File: config.mk
export PLATFORM = sky130hd
export DESIGN_NAME = evt_timer
export DESIGN_NICKNAME = d
export VERILOG_FILES = /design/src/rtl/tmr_pkg.sv /design/src/rtl/tmr_prescaler.sv /design/src/rtl/tmr_edge_sync.sv /design/src/rtl/tmr_counter.sv /design/src/rtl/evt_timer.sv
export SDC_FILE = /design/constraint.sdc
export NUM_CORES = 1
export LEC_CHECK = 0
export ABC_AREA = 0
export BUFFER_PORTS_ARGS = -buffer_cell sky130_fd_sc_hd__buf_2
export CORE_ASPECT_RATIO = 2
export CORE_MARGIN = 2
export CORE_UTILIZATION = 55
export DETAILED_ROUTE_END_ITERATION = 6
export PLACE_DENSITY = 0.75
export REMOVE_ABC_BUFFERS = 1
export SLEW_MARGIN = 20
export SYNTH_ARGS = -nofsm -noshare
export SYNTH_HDL_FRONTEND = slang
export SYNTH_SLANG_ARGS = --single-unit
File: constraint.sdc
create_clock -name clk -period 2.5 [get_ports clk]
set_input_delay 0.125 -clock clk [delete_from_list [all_inputs] [get_ports clk]]
set_output_delay 0.125 -clock clk [all_outputs]
set_load 0.1 [all_outputs]
File: src/rtl/tmr_pkg.sv
// Shared constants and types for the timer/event counter.
// Assumes the control register is 8 bits with the fixed field layout below.
package tmr_pkg;
    localparam int CTRL_W   = 8;
    localparam int SEL_W    = 3;
    localparam int BIT_EDGE = 3;
    localparam int BIT_RUN  = 4;
    localparam int BIT_RSVD = 5;

    typedef enum logic [1:0] {
        MODE_IDLE  = 2'b00,
        MODE_EVENT = 2'b01,
        MODE_TIMER = 2'b10,
        MODE_PULSE = 2'b11
    } tmr_mode_e;
endpackage

File: src/rtl/tmr_prescaler.sv
// Free-running divider that emits a one-cycle tick every 2^(sel+1) clocks.
// Assumes sel is static during use; on a change the first period may be short.
module tmr_prescaler #(
    parameter int SEL_W = 3
) (
    input  logic             clk,
    input  logic             rst_n,
    input  logic [SEL_W-1:0] sel,
    output logic             tick
);
    localparam int DIV_W = 1 << SEL_W;

    logic [DIV_W-1:0] div_q;
    logic [DIV_W-1:0] mask;

    // Free-running divider counter.
    always_ff @(posedge clk) begin
        if (!rst_n) div_q <= '0;
        else        div_q <= div_q + 1'b1;
    end

    // Mask of the low sel+1 bits; a tick fires when all of them are set.
    always_comb begin
        for (int i = 0; i < DIV_W; i++) mask[i] = (i <= int'(sel));
        tick = ((div_q & mask) == mask);
    end
endmodule

File: src/rtl/tmr_edge_sync.sv
// Brings an asynchronous input into the clock domain through a flop chain
// and reports single-cycle rising and falling edge strobes.
// Assumes the input is stable for at least two clocks between changes.
module tmr_edge_sync #(
    parameter int STAGES = 2
) (
    input  logic clk,
    input  logic rst_n,
    input  logic din,
    output logic rise,
    output logic fall
);
    logic [STAGES-1:0] chain_q;
    logic              last_q;

    // Synchroniser chain, first stage samples the raw input.
    always_ff @(posedge clk) begin
        if (!rst_n) chain_q[0] <= 1'b0;
        else        chain_q[0] <= din;
    end

    for (genvar s = 1; s < STAGES; s++) begin : g_stage
        // Each further stage resamples the previous one.
        always_ff @(posedge clk) begin
            if (!rst_n) chain_q[s] <= 1'b0;
            else        chain_q[s] <= chain_q[s-1];
        end
    end

    // Delayed copy of the synchronised level for edge detection.
    always_ff @(posedge clk) begin
        if (!rst_n) last_q <= 1'b0;
        else        last_q <= chain_q[STAGES-1];
    end

    assign rise = chain_q[STAGES-1] & ~last_q;
    assign fall = ~chain_q[STAGES-1] & last_q;
endmodule

File: src/rtl/tmr_counter.sv
// Up counter with reload register. A direct load writes both registers;
// a preload-only write changes the reload value, used at the next wrap.
// Assumes load_now and inc are never both set.
module tmr_counter #(
    parameter int W = 8
) (
    input  logic         clk,
    input  logic         rst_n,
    input  logic         inc,
    input  logic         pre_wr,
    input  logic         load_now,
    input  logic [W-1:0] wdata,
    output logic [W-1:0] count,
    output logic         ovf
);
    localparam logic [W-1:0] TOP = '1;

    logic [W-1:0] pre_q;
    logic [W-1:0] pre_next;

    assign pre_next = pre_wr ? wdata : pre_q;
    assign ovf      = inc && (count == TOP);

    // Reload register.
    always_ff @(posedge clk) begin
        if (!rst_n) pre_q <= '0;
        else        pre_q <= pre_next;
    end

    // Counter: direct load, wrap to reload value, or advance.
    always_ff @(posedge clk) begin
        if (!rst_n)        count <= '0;
        else if (load_now) count <= wdata;
        else if (ovf)      count <= pre_next;
        else if (inc)      count <= count + 1'b1;
    end
endmodule

File: src/rtl/evt_timer.sv
// Top of the timer/event counter: control register, mode decode,
// pulse-width state, interrupt and overflow toggle.
// Assumes CNT_W >= 8 so the control register fits on the data bus.
module evt_timer
    import tmr_pkg::*;
#(
    parameter int CNT_W = 8
) (
    input  logic             clk,
    input  logic             rst_n,
    input  logic             wr_en,
    input  logic             rd_en,
    input  logic             reg_sel,
    input  logic [CNT_W-1:0] wdata,
    output logic [CNT_W-1:0] rdata,
    input  logic             evt_in,
    input  logic             irq_en,
    output logic             irq,
    output logic             ovf_tgl
);
    logic [CTRL_W-1:0] ctrl_q;
    logic [CNT_W-1:0]  count_w;
    tmr_mode_e         mode;
    logic              run, edge_sel, tick, rise, fall;
    logic              ctrl_wr, cnt_wr, rd_block;
    logic              start_edge, stop_edge, evt_edge;
    logic              measuring_q, pw_done, inc, ovf_evt;

    assign mode     = tmr_mode_e'(ctrl_q[7:6]);
    assign run      = ctrl_q[BIT_RUN];
    assign edge_sel = ctrl_q[BIT_EDGE];
    assign ctrl_wr  = wr_en && !reg_sel;
    assign cnt_wr   = wr_en && reg_sel;
    assign rd_block = rd_en && reg_sel;

    tmr_prescaler #(.SEL_W(SEL_W)) u_psc (
        .clk(clk), .rst_n(rst_n), .sel(ctrl_q[SEL_W-1:0]), .tick(tick)
    );

    tmr_edge_sync #(.STAGES(2)) u_sync (
        .clk(clk), .rst_n(rst_n), .din(evt_in), .rise(rise), .fall(fall)
    );

    assign evt_edge   = edge_sel ? fall : rise;
    assign start_edge = edge_sel ? rise : fall;
    assign stop_edge  = edge_sel ? fall : rise;
    assign pw_done    = run && (mode == MODE_PULSE) && measuring_q && stop_edge;

    // Control register; a software write wins over the self-clear of run.
    always_ff @(posedge clk) begin
        if (!rst_n)       ctrl_q <= '0;
        else if (ctrl_wr) ctrl_q <= wdata[CTRL_W-1:0] & ~(CTRL_W'(1) << BIT_RSVD);
        else if (pw_done) ctrl_q[BIT_RUN] <= 1'b0;
    end

    // Pulse-width window: open on the start edge, close on the stop edge.
    always_ff @(posedge clk) begin
        if (!rst_n || !run || mode != MODE_PULSE) measuring_q <= 1'b0;
        else if (!measuring_q && start_edge)      measuring_q <= 1'b1;
        else if (measuring_q && stop_edge)        measuring_q <= 1'b0;
    end

    // Count enable by mode, frozen during a counter read.
    always_comb begin
        unique case (mode)
            MODE_EVENT: inc = evt_edge;
            MODE_TIMER: inc = tick;
            MODE_PULSE: inc = measuring_q && tick;
            default:    inc = 1'b0;
        endcase
        inc = inc && run && !rd_block;
    end

    tmr_counter #(.W(CNT_W)) u_cnt (
        .clk(clk), .rst_n(rst_n), .inc(inc), .pre_wr(cnt_wr),
        .load_now(cnt_wr && !run), .wdata(wdata), .count(count_w), .ovf(ovf_evt)
    );

    // Interrupt pulse and overflow toggle, updated with the reload.
    always_ff @(posedge clk) begin
        if (!rst_n) begin
            irq     <= 1'b0;
            ovf_tgl <= 1'b0;
        end else begin
            irq     <= ovf_evt && irq_en;
            ovf_tgl <= ovf_tgl ^ ovf_evt;
        end
    end

    assign rdata = reg_sel ? count_w : CNT_W'(ctrl_q);
endmodule

==> impl_metrics.tcl, run 1 <==
set metrics [dict create \
    outcome "complete, no violations" \
    yosys.area_share.simple_pct 23.3 \
    fp.dieH_um 86.1 \
    vdd_drop_max_mv 0.536 \
    worst-path-stages 6 \
    total_leakage_power_nw 0.828 \
    yosysUniqueCellTypes 50 \
    ant_nets 0 \
    required_ns 2.73 \
    wl_per_cell_um 15.1 \
    critPathMaxFanout 13 \
    clk_pin_slew_ns 0.08 \
    stdcell_count 272 \
    cts_resized 0 \
    yosysTopAreaCell "dfxtp_1" \
    critPathTopFamily "simple AND/OR/NAND/NOR gates" \
    skew_ns 0.0114 \
    synthCells 219 \
    rsz0062_at_grt "false" \
    netlist_area_um2 1850 \
    first_pass_iters 4 \
    grt_overflow 0 \
    slew_viol_final 0 \
    h-tree-depth 2 \
    max_freq_ghz 0.461 \
    fin_crit_sh_pct 86.8 \
    reg2reg_depth 6 \
    gp_congestion 0.893 \
    final_nets 257 \
    maxCapViolations 0 \
    portBuffers 24 \
    place_hpwl_mm 3.02 \
    viasPerCell 6.01 \
    clock_sinks 37 \
    drive_gt1_share_pct 18.7 \
    synth_flop_cell "dfxtp_1" \
    arrival_ns 2.40 \
    antenna_found_initial 0 \
    async_flop_share_pct 0 \
    whs_path_depth 2 \
    cts_tree "yes" \
    numPlacedInstances 264 \
    grt_pass1_wl_mm 6.74 \
    grt_pass1_vias 1609 \
    grt_max_degree 29 \
    worst_pin_slew_ns 0.551 \
    post_cts_buffers 0 \
    synth-seq-area-share_pct 39.9 \
    synth_fa_ha_area_share_pct 1.35 \
    synth_mux_area_share_pct 8.97 \
    fin_setup_tns_ns 0 \
    detail_route.iter0.violations 25 \
    ctsLongestPathBuffers 2 \
    setup.worst_path.end_class "flip-flop" \
    period_minus_slack_ns 2.17 \
    fin_hold_ws_ns 0.0401 \
    critPathKind "reg2reg" \
    routed-via-count 1634 \
    powerDensity_nw_per_um2 601 \
    worst_path_max_delay_cell "or4_4" \
    yosysMostFrequentCell "dfxtp_1" \
    core_area_um2 3190 \
    ys_warn_count 0 \
    crit_buf_inv 0 \
    synth_top_area_share_pct 39.9 \
    synth-seq-cells 37 \
    synthTopCellsByArea "dfxtp_1 40%, nor2_1 6.1%, mux2i_1 5.9%" \
    routed_wl_mm 4.11 \
    synth.top_cells.by_count "37 x dfxtp_1, 30 x nor2_1, 18 x a21oi_1" \
    start_util_pct 58.1 \
    die_w_um 45.1 \
    synth-xor-area-share_pct 3.78 \
    cts_hold_buf 0 \
    synth_edf_count 0 \
    fin_util_pct 63.4 \
    drc 0 \
    fp-row-count 29 \
    synth_area_per_cell_um2 8.47 \
    die_area_um2 3880 \
    areaGrowthSynthToFinish_pct 9.18 \
    synth_compound_area_share_pct 16.5 \
    final_hold_viol_count 0 \
    synth_top_family_by_area "simple AND/OR/NAND/NOR gates" \
    n_antenna_cell 0 \
    setup_violations 0 \
    cts_made_buffers 5 \
    clkLatencyLatePin_ns 0.29 \
    ios 25 \
    root_buffer "clkbuf_8" \
    grt_usage_pct 23.6 \
    start_kind "flip-flop" \
    hp-class "in2reg" \
    crit_path_max_incr_delay_ns 0.54 \
    worstPathCellList "a21boi_2, nand2_1, or4_4, o21a_1, or3_1, a21oi_1" \
    slew_headroom_pct 63.2 \
]
-- kinds of logic after synthesis --
logic type | after synthesis
fa+ha+maj | 2
compound gates | 49
flops | 37
simple gates | 88
buf+inv | 19
mux | 16
xor+xnor | 8
-- where the power goes --
group          switching [mW]  internal (mW)
combinational           0.118         0.0550
clock                   0.211          0.193
sequential             0.0256          0.614
-- placed cells by master (no fill, tap or decap), types with 3 or more instances in the layout --
master,n
a21oi_1,18
a22oi_1,3
a31oi_1,3
and2_1,6
and3_1,4
buf_2,24
clkbuf_8,5
clkinv_2,3
dfxtp_1,37
inv_1,4
mux2_2,4
mux2i_1,11
nand2_1,15
nand3_1,15
nand4_1,3
nor2_1,30
nor2b_1,4
o21ai_0,9
or3_1,3
xnor2_1,4
xor2_1,4
-- metal layers --
metal,wire (um),part of all wire [%],vias to the layer above,track usage [%]
met1,1600,39,780,23.9
met4,138,3.4,0,12.8
li1,-,-,806,-
met5,0,0,-,0
met2,2230,54,34,42.3
met3,138,3.4,14,4.42
-- area by class of cell --
cell class	count	area, um^2
multi-input cells	163	1000
flip-flops and latches	37	741
repair buffers	26	135
well taps	31	38.8
clock inverters	2	10.0
fillers	294	1170
clock buffers	6	72.6
inverters	7	27.5
-- final timing paths --
path	startpoint	slack, ns	to
hold / removal	evt_in	0.04	u_sync.chain_q[0]
setup reg to reg	ctrl_q[4]	0.33	ovf_tgl
setup / recovery	ctrl_q[4]	0.33	ovf_tgl
hold reg to reg	u_sync.chain_q[0]	0.44	u_sync.chain_q[1]
-- per-stage QoR --
stage	total power [mW]	area, um^2	setup WS [ns]
after CTS	1.22	2020	0.308
after global placement	0.823	1940	0.385
after detailed placement	0.825	1940	0.329
after floorplan	0.770	1770	-0.146
final	1.22	2020	0.329
after global routing	1.26	2020	0.173
-- registers in the layout, summed over array words and instances, names as in the netlist --
signal	flops
u_cnt.count	8
ovf_tgl	1
u_sync.chain_q	2
ctrl_q	7
u_cnt.pre_q	8
u_psc.div_q	8
measuring_q	1
irq	1
u_sync.last_q	1
(Power assumes the default switching activity.)
==> run 2, diff against run 1 <==
==> constraint.sdc (replaced) <==
create_clock -name clk -period 2.5 [get_ports clk]
set_input_delay 0.5 -clock clk [delete_from_list [all_inputs] [get_ports clk]]
set_output_delay 0.5 -clock clk [all_outputs]
set_load 0.1 [all_outputs]
==> run 2 against run 1 <==
Compared with the run above: final cell count grew 2.2%; sequential cell count is the same; non-clock buffer count increased by 6; count of clock-buffer cells in the layout increased by 1; cell area grew 3.2%; first-iteration DRC count increased by 4.0%; routed wire length grew 1.6%; clock skew fell by 0.0027 ns; utilization is 2.0 points higher; via count is 1.9% lower; critical path type unchanged; critical endpoint unchanged; highest routed layer unchanged.
==> impl_metrics.tcl, run 2 (synthesis results as in run 1) <==
set metrics [dict create \
    outcome "complete, no violations" \
    p_seq_share_pct 50.0 \
    start_util_pct 58.1 \
    worst_pin_slew_ns 0.501 \
    slew_headroom_pct 66.6 \
    root_buffer "clkbuf_8" \
    antenna_found_initial 0 \
    ctsLongestPathBuffers 2 \
    r2r_start "u_psc.div_q[1]" \
    endpoint "ovf_tgl" \
    core_area_um2 3190 \
    maxCapViolations 0 \
    cts_hold_buf 0 \
    routed-via-count 1603 \
    place_hpwl_mm 3.17 \
    start_kind "flip-flop" \
    die_w_um 45.1 \
    p_clk_share_pct 36.0 \
    routed_wl_mm 4.17 \
    startpoint "u_psc.div_q[1]" \
    grt_usage_pct 24.0 \
    rsz0062_at_grt "false" \
    final_cell_mix "37 x dfxtp_1, 30 x nor2_1, 24 x buf_2, 18 x a21oi_1" \
    skew_ns 0.00870 \
    wl_per_cell_um 15.0 \
    clkLatencyLatePin_ns 0.30 \
    p_sw_share_pct 27.8 \
    grt_pass1_vias 1581 \
    reg2reg_depth 6 \
    fin_crit_sh_pct 82.1 \
    ios 25 \
    drive_gt1_share_pct 21.1 \
    setup.worst_path.end_class "flip-flop" \
    critPathKind "reg2reg" \
    first_pass_iters 4 \
    required_ns 2.72 \
    whs_path_depth 2 \
    stdcell_count 278 \
    cts_tree "yes" \
    numPlacedInstances 270 \
    n_antenna_cell 0 \
    num-fill-cells 303 \
    detail_route.iter0.violations 26 \
    grt_pass1_wl_mm 6.96 \
    fp.dieH_um 86.1 \
    total_leakage_power_nw 0.865 \
    areaGrowthSynthToFinish_pct 12.6 \
    grt_overflow 0 \
    cts_made_buffers 5 \
    internal_power_mw 0.921 \
    post_cts_buffers 0 \
    fp-row-count 29 \
    clk_pin_slew_ns 0.07 \
    ant_nets 0 \
    period_minus_slack_ns 2.05 \
    critPathMaxFanout 8 \
    vdd_drop_max_mv 0.678 \
    slew_viol_final 0 \
    gp_congestion 0.863 \
    cts_resized 0 \
    drc 0 \
    grt_max_degree 29 \
    final_nets 263 \
    portBuffers 24 \
    final_common_cell "dfxtp_1" \
    h-tree-depth 2 \
    combPwrFrac_pct 13.9 \
    setup_violations 0 \
    reg2reg_slack_ns 0.45 \
    final_hold_viol_count 0 \
    arrival_ns 2.27 \
    max_freq_ghz 0.487 \
    powerDensity_nw_per_um2 611 \
    p_switching_mw 0.354 \
    clock_sinks 37 \
    reg.largest.list "u_cnt.count (8), u_cnt.pre_q (8), u_psc.div_q (8)" \
    viasPerCell 5.77 \
    hp-class "in2reg" \
    die_area_um2 3880 \
    power.total_mw 1.28 \
    r2r_end "ovf_tgl" \
]
-- run 2: cell types whose count changed in the layout (fill, tap and decap cells not counted) --
cell and delta:
buf_4 +6, clkbuf_8 +2, clkbuf_1 -1, clkinv_2 -1
-- run 2: routing by layer --
metal  global-route usage (%)  up-vias  share of wire [%]
met4                     11.5        0                3.4
met3                     5.05       16                3.0
met2                     41.0       37                 54
met1                     27.0      728                 40
met5                        0        -                  0
li1                         -      822                  -
-- run 2: worst min path at each step --
stage,to,startpoint,slack (ns)
after floorplan,u_sync.chain_q[1],u_sync.chain_q[0],0.41
after global placement,u_sync.chain_q[1],u_sync.chain_q[0],0.42
after detailed placement,u_sync.chain_q[1],u_sync.chain_q[0],0.42
after CTS,u_sync.chain_q[0],evt_in,0.41
after global routing,u_sync.chain_q[0],evt_in,0.43
final,u_sync.chain_q[0],evt_in,0.41
-- run 2: critical path, cell delays in order, from the launching register on --
cell and delay [ns]:
dfxtp_1 0.41, o2bb2ai_1 0.15, nand2_1 0.07, or4_4 0.54, o21a_1 0.28, or3_1 0.37, a21oi_1 0.16
-- run 2: through the flow --
step	worst slack, ns	hold slack, ns	setup TNS (ns)	instance area, um^2	util [%]
2_1_floorplan	-0.602	0.412	-1.81	1770	-
3_5_place_dp	0.261	0.421	0	1990	62.2
6_report	0.447	0.414	0	2090	65.4
4_1_cts	0.462	0.411	0	2090	65.4
3_3_place_gp	0.324	0.422	0	1990	62.2
5_1_grt	0.353	0.426	0	2090	65.4
-- run 2: cell type report --
cell class | count | area, um^2 | share of cell area, %
multi-input combinational | 163 | 1000 | 47.9
sequential | 37 | 741 | 35.5
inverter | 7 | 27.5 | 1.32
clock inverter | 1 | 5.00 | 0.240
clock buffer | 7 | 96.3 | 4.61
timing repair buffer | 32 | 180 | 8.63
tap | 31 | 38.8 | 1.86
-- run 2: power groups by stage --
stage / Clock, mW / Sequential [mW] / Combinational (mW)
after floorplan: 0 / 0.645 / 0.125
after CTS: 0.470 / 0.638 / 0.179
final: 0.460 / 0.638 / 0.178
after global placement: 0 / 0.651 / 0.176
after detailed placement: 0 / 0.652 / 0.178
after global routing: 0.489 / 0.641 / 0.194
==> run 3, diff against run 2 <==
==> constraint.sdc (replaced) <==
create_clock -name clk -period 2.08 [get_ports clk]
set_input_delay 0.416 -clock clk [delete_from_list [all_inputs] [get_ports clk]]
set_output_delay 0.416 -clock clk [all_outputs]
set_load 0.1 [all_outputs]
==> run 3 against run 2 <==
Compared with the run above: non-clock buffer count rose by 7; count of clock-buffer cells in the layout did not move; total power rose by 21%; sequential share of layout area fell by 1.3 points; combinational power rose by 32%; final cell count rose by 2.5%; setup slack got worse by 0.33 ns; largest power group unchanged; first-iteration DRC count rose by 35%; routed wire length rose by 5.4%.
==> impl_metrics.tcl, run 3 (synthesis results as in run 1) <==
set metrics [dict create \
    outcome "complete, no violations" \
    die_w_um 45.1 \
    grt_pass1_wl_mm 7.23 \
    fin_crit_sh_pct 94.5 \
    worst_slack_ns 0.115 \
    final_common_cell "dfxtp_1" \
    final_cell_mix "37 x dfxtp_1, 30 x nor2_1, 23 x buf_2, 18 x a21oi_1" \
    wl_per_cell_um 15.4 \
    grt_overflow 0 \
    setup.worst_path.end_class "flip-flop" \
    skew_ns 0.00770 \
    grt_usage_pct 25.9 \
    startpoint "u_sync.chain_q[1]" \
    start_util_pct 58.1 \
    gp_congestion 0.890 \
    h-tree-depth 2 \
    fp.dieH_um 86.1 \
    die_area_um2 3880 \
    reg.largest.list "u_cnt.count (8), u_cnt.pre_q (8), u_psc.div_q (8)" \
    power.total_mw 1.55 \
    detail_route.iter0.violations 35 \
    min_from "evt_in" \
    first_pass_iters 4 \
    ios 25 \
    maxCapViolations 0 \
    cts_resized 0 \
    fin_setup_tns_ns 0 \
    r2r_start "u_sync.chain_q[1]" \
    n_antenna_cell 0 \
    routed_wl_mm 4.40 \
    drc 0 \
    worst_pin_slew_ns 0.486 \
    slew_headroom_pct 67.6 \
    grt_max_degree 29 \
    total_leakage_power_nw 0.910 \
    fp-row-count 29 \
    setup_violations 0 \
    root_buffer "clkbuf_8" \
    ant_nets 0 \
    critPathKind "reg2reg" \
    powerDensity_nw_per_um2 713 \
    routed-via-count 1662 \
    cts_hold_buf 0 \
    cts_tree "yes" \
    clkLatencyLatePin_ns 0.29 \
    core_area_um2 3190 \
    dp_slack_ns -0.00820 \
    required_ns 2.31 \
    cts_made_buffers 5 \
    num-fill-cells 282 \
    drive_gt1_share_pct 23.2 \
    period_minus_slack_ns 1.96 \
    viasPerCell 5.83 \
    vdd_drop_max_mv 0.645 \
    antenna_found_initial 0 \
    hp-class "in2reg" \
    areaGrowthSynthToFinish_pct 16.9 \
    grt_pass1_vias 1598 \
    critPathMaxFanout 6 \
    ctsLongestPathBuffers 2 \
    portBuffers 24 \
    clock_sinks 37 \
    slew_viol_final 0 \
    final_hold_viol_count 0 \
    place_hpwl_mm 3.28 \
    fin_hold_ws_ns 0.327 \
    max_freq_ghz 0.509 \
    arrival_ns 2.20 \
    rsz0062_at_grt "false" \
    post_cts_buffers 0 \
    final_nets 270 \
    start_kind "flip-flop" \
    clk_pin_slew_ns 0.07 \
]
[run 3: cell types whose count changed in the layout (fill, tap and decap cells not counted)]
cell    change
buf_2       -1
buf_12      +2
buf_4       +6
[run 3: report_power, final]
group | total [mW] | internal, mW | leakage, nW | switching (mW)
Clock | 0.547 | 0.299 | 0.0542 | 0.248
Combinational | 0.235 | 0.0833 | 0.553 | 0.151
Sequential | 0.763 | 0.738 | 0.302 | 0.0254
[run 3: area by class of cell]
| class | instances | area, um^2 | share of cell area, % |
|---|---|---|---|
| Multi-Input combinational cell | 163 | 1000 | 46.1 |
| Inverter | 7 | 27.5 | 1.27 |
| Tap cell | 31 | 38.8 | 1.79 |
| Clock inverter | 1 | 5.00 | 0.231 |
| Sequential cell | 37 | 741 | 34.2 |
| Clock buffer | 7 | 96.3 | 4.44 |
| Timing Repair Buffer | 39 | 260 | 12.0 |
[run 3: path summary, 6_finish.rpt]
kind / to / slack, ns / depth (start not counted)
setup / recovery: u_cnt.count[6] / 0.12 / 6
hold / removal: u_sync.chain_q[0] / 0.33 / 2
setup reg to reg: u_cnt.count[6] / 0.12 / 6
hold reg to reg: u_sync.chain_q[1] / 0.46 / 1
[run 3: critical path: stages, from the launching register on]
cell	delay, ns
dfxtp_1	0.34
nor2b_1	0.21
mux2i_1	0.13
or4b_1	0.53
o21a_1	0.19
or3_1	0.39
a21oi_1	0.12
[run 3: through the flow]
step / instances / util, % / cell area (um^2)
floorplan: 207 / - / 1770
global placement: 277 / 64.7 / 2070
detailed placement: 277 / 64.7 / 2070
CTS: 285 / 67.9 / 2170
global route: 285 / 67.9 / 2170
finish: 285 / 67.9 / 2170
[run 3: routing by layer]
layer / up-vias / GRT usage, % / part of all wire (%) / routed length, um
met5: - / 0 / 0 / 0
met4: 0 / 13.1 / 2.8 / 124
li1: 836 / - / - / -
met2: 30 / 46.8 / 57 / 2490
met3: 7 / 3.79 / 2.8 / 123
met1: 789 / 27.1 / 38 / 1660
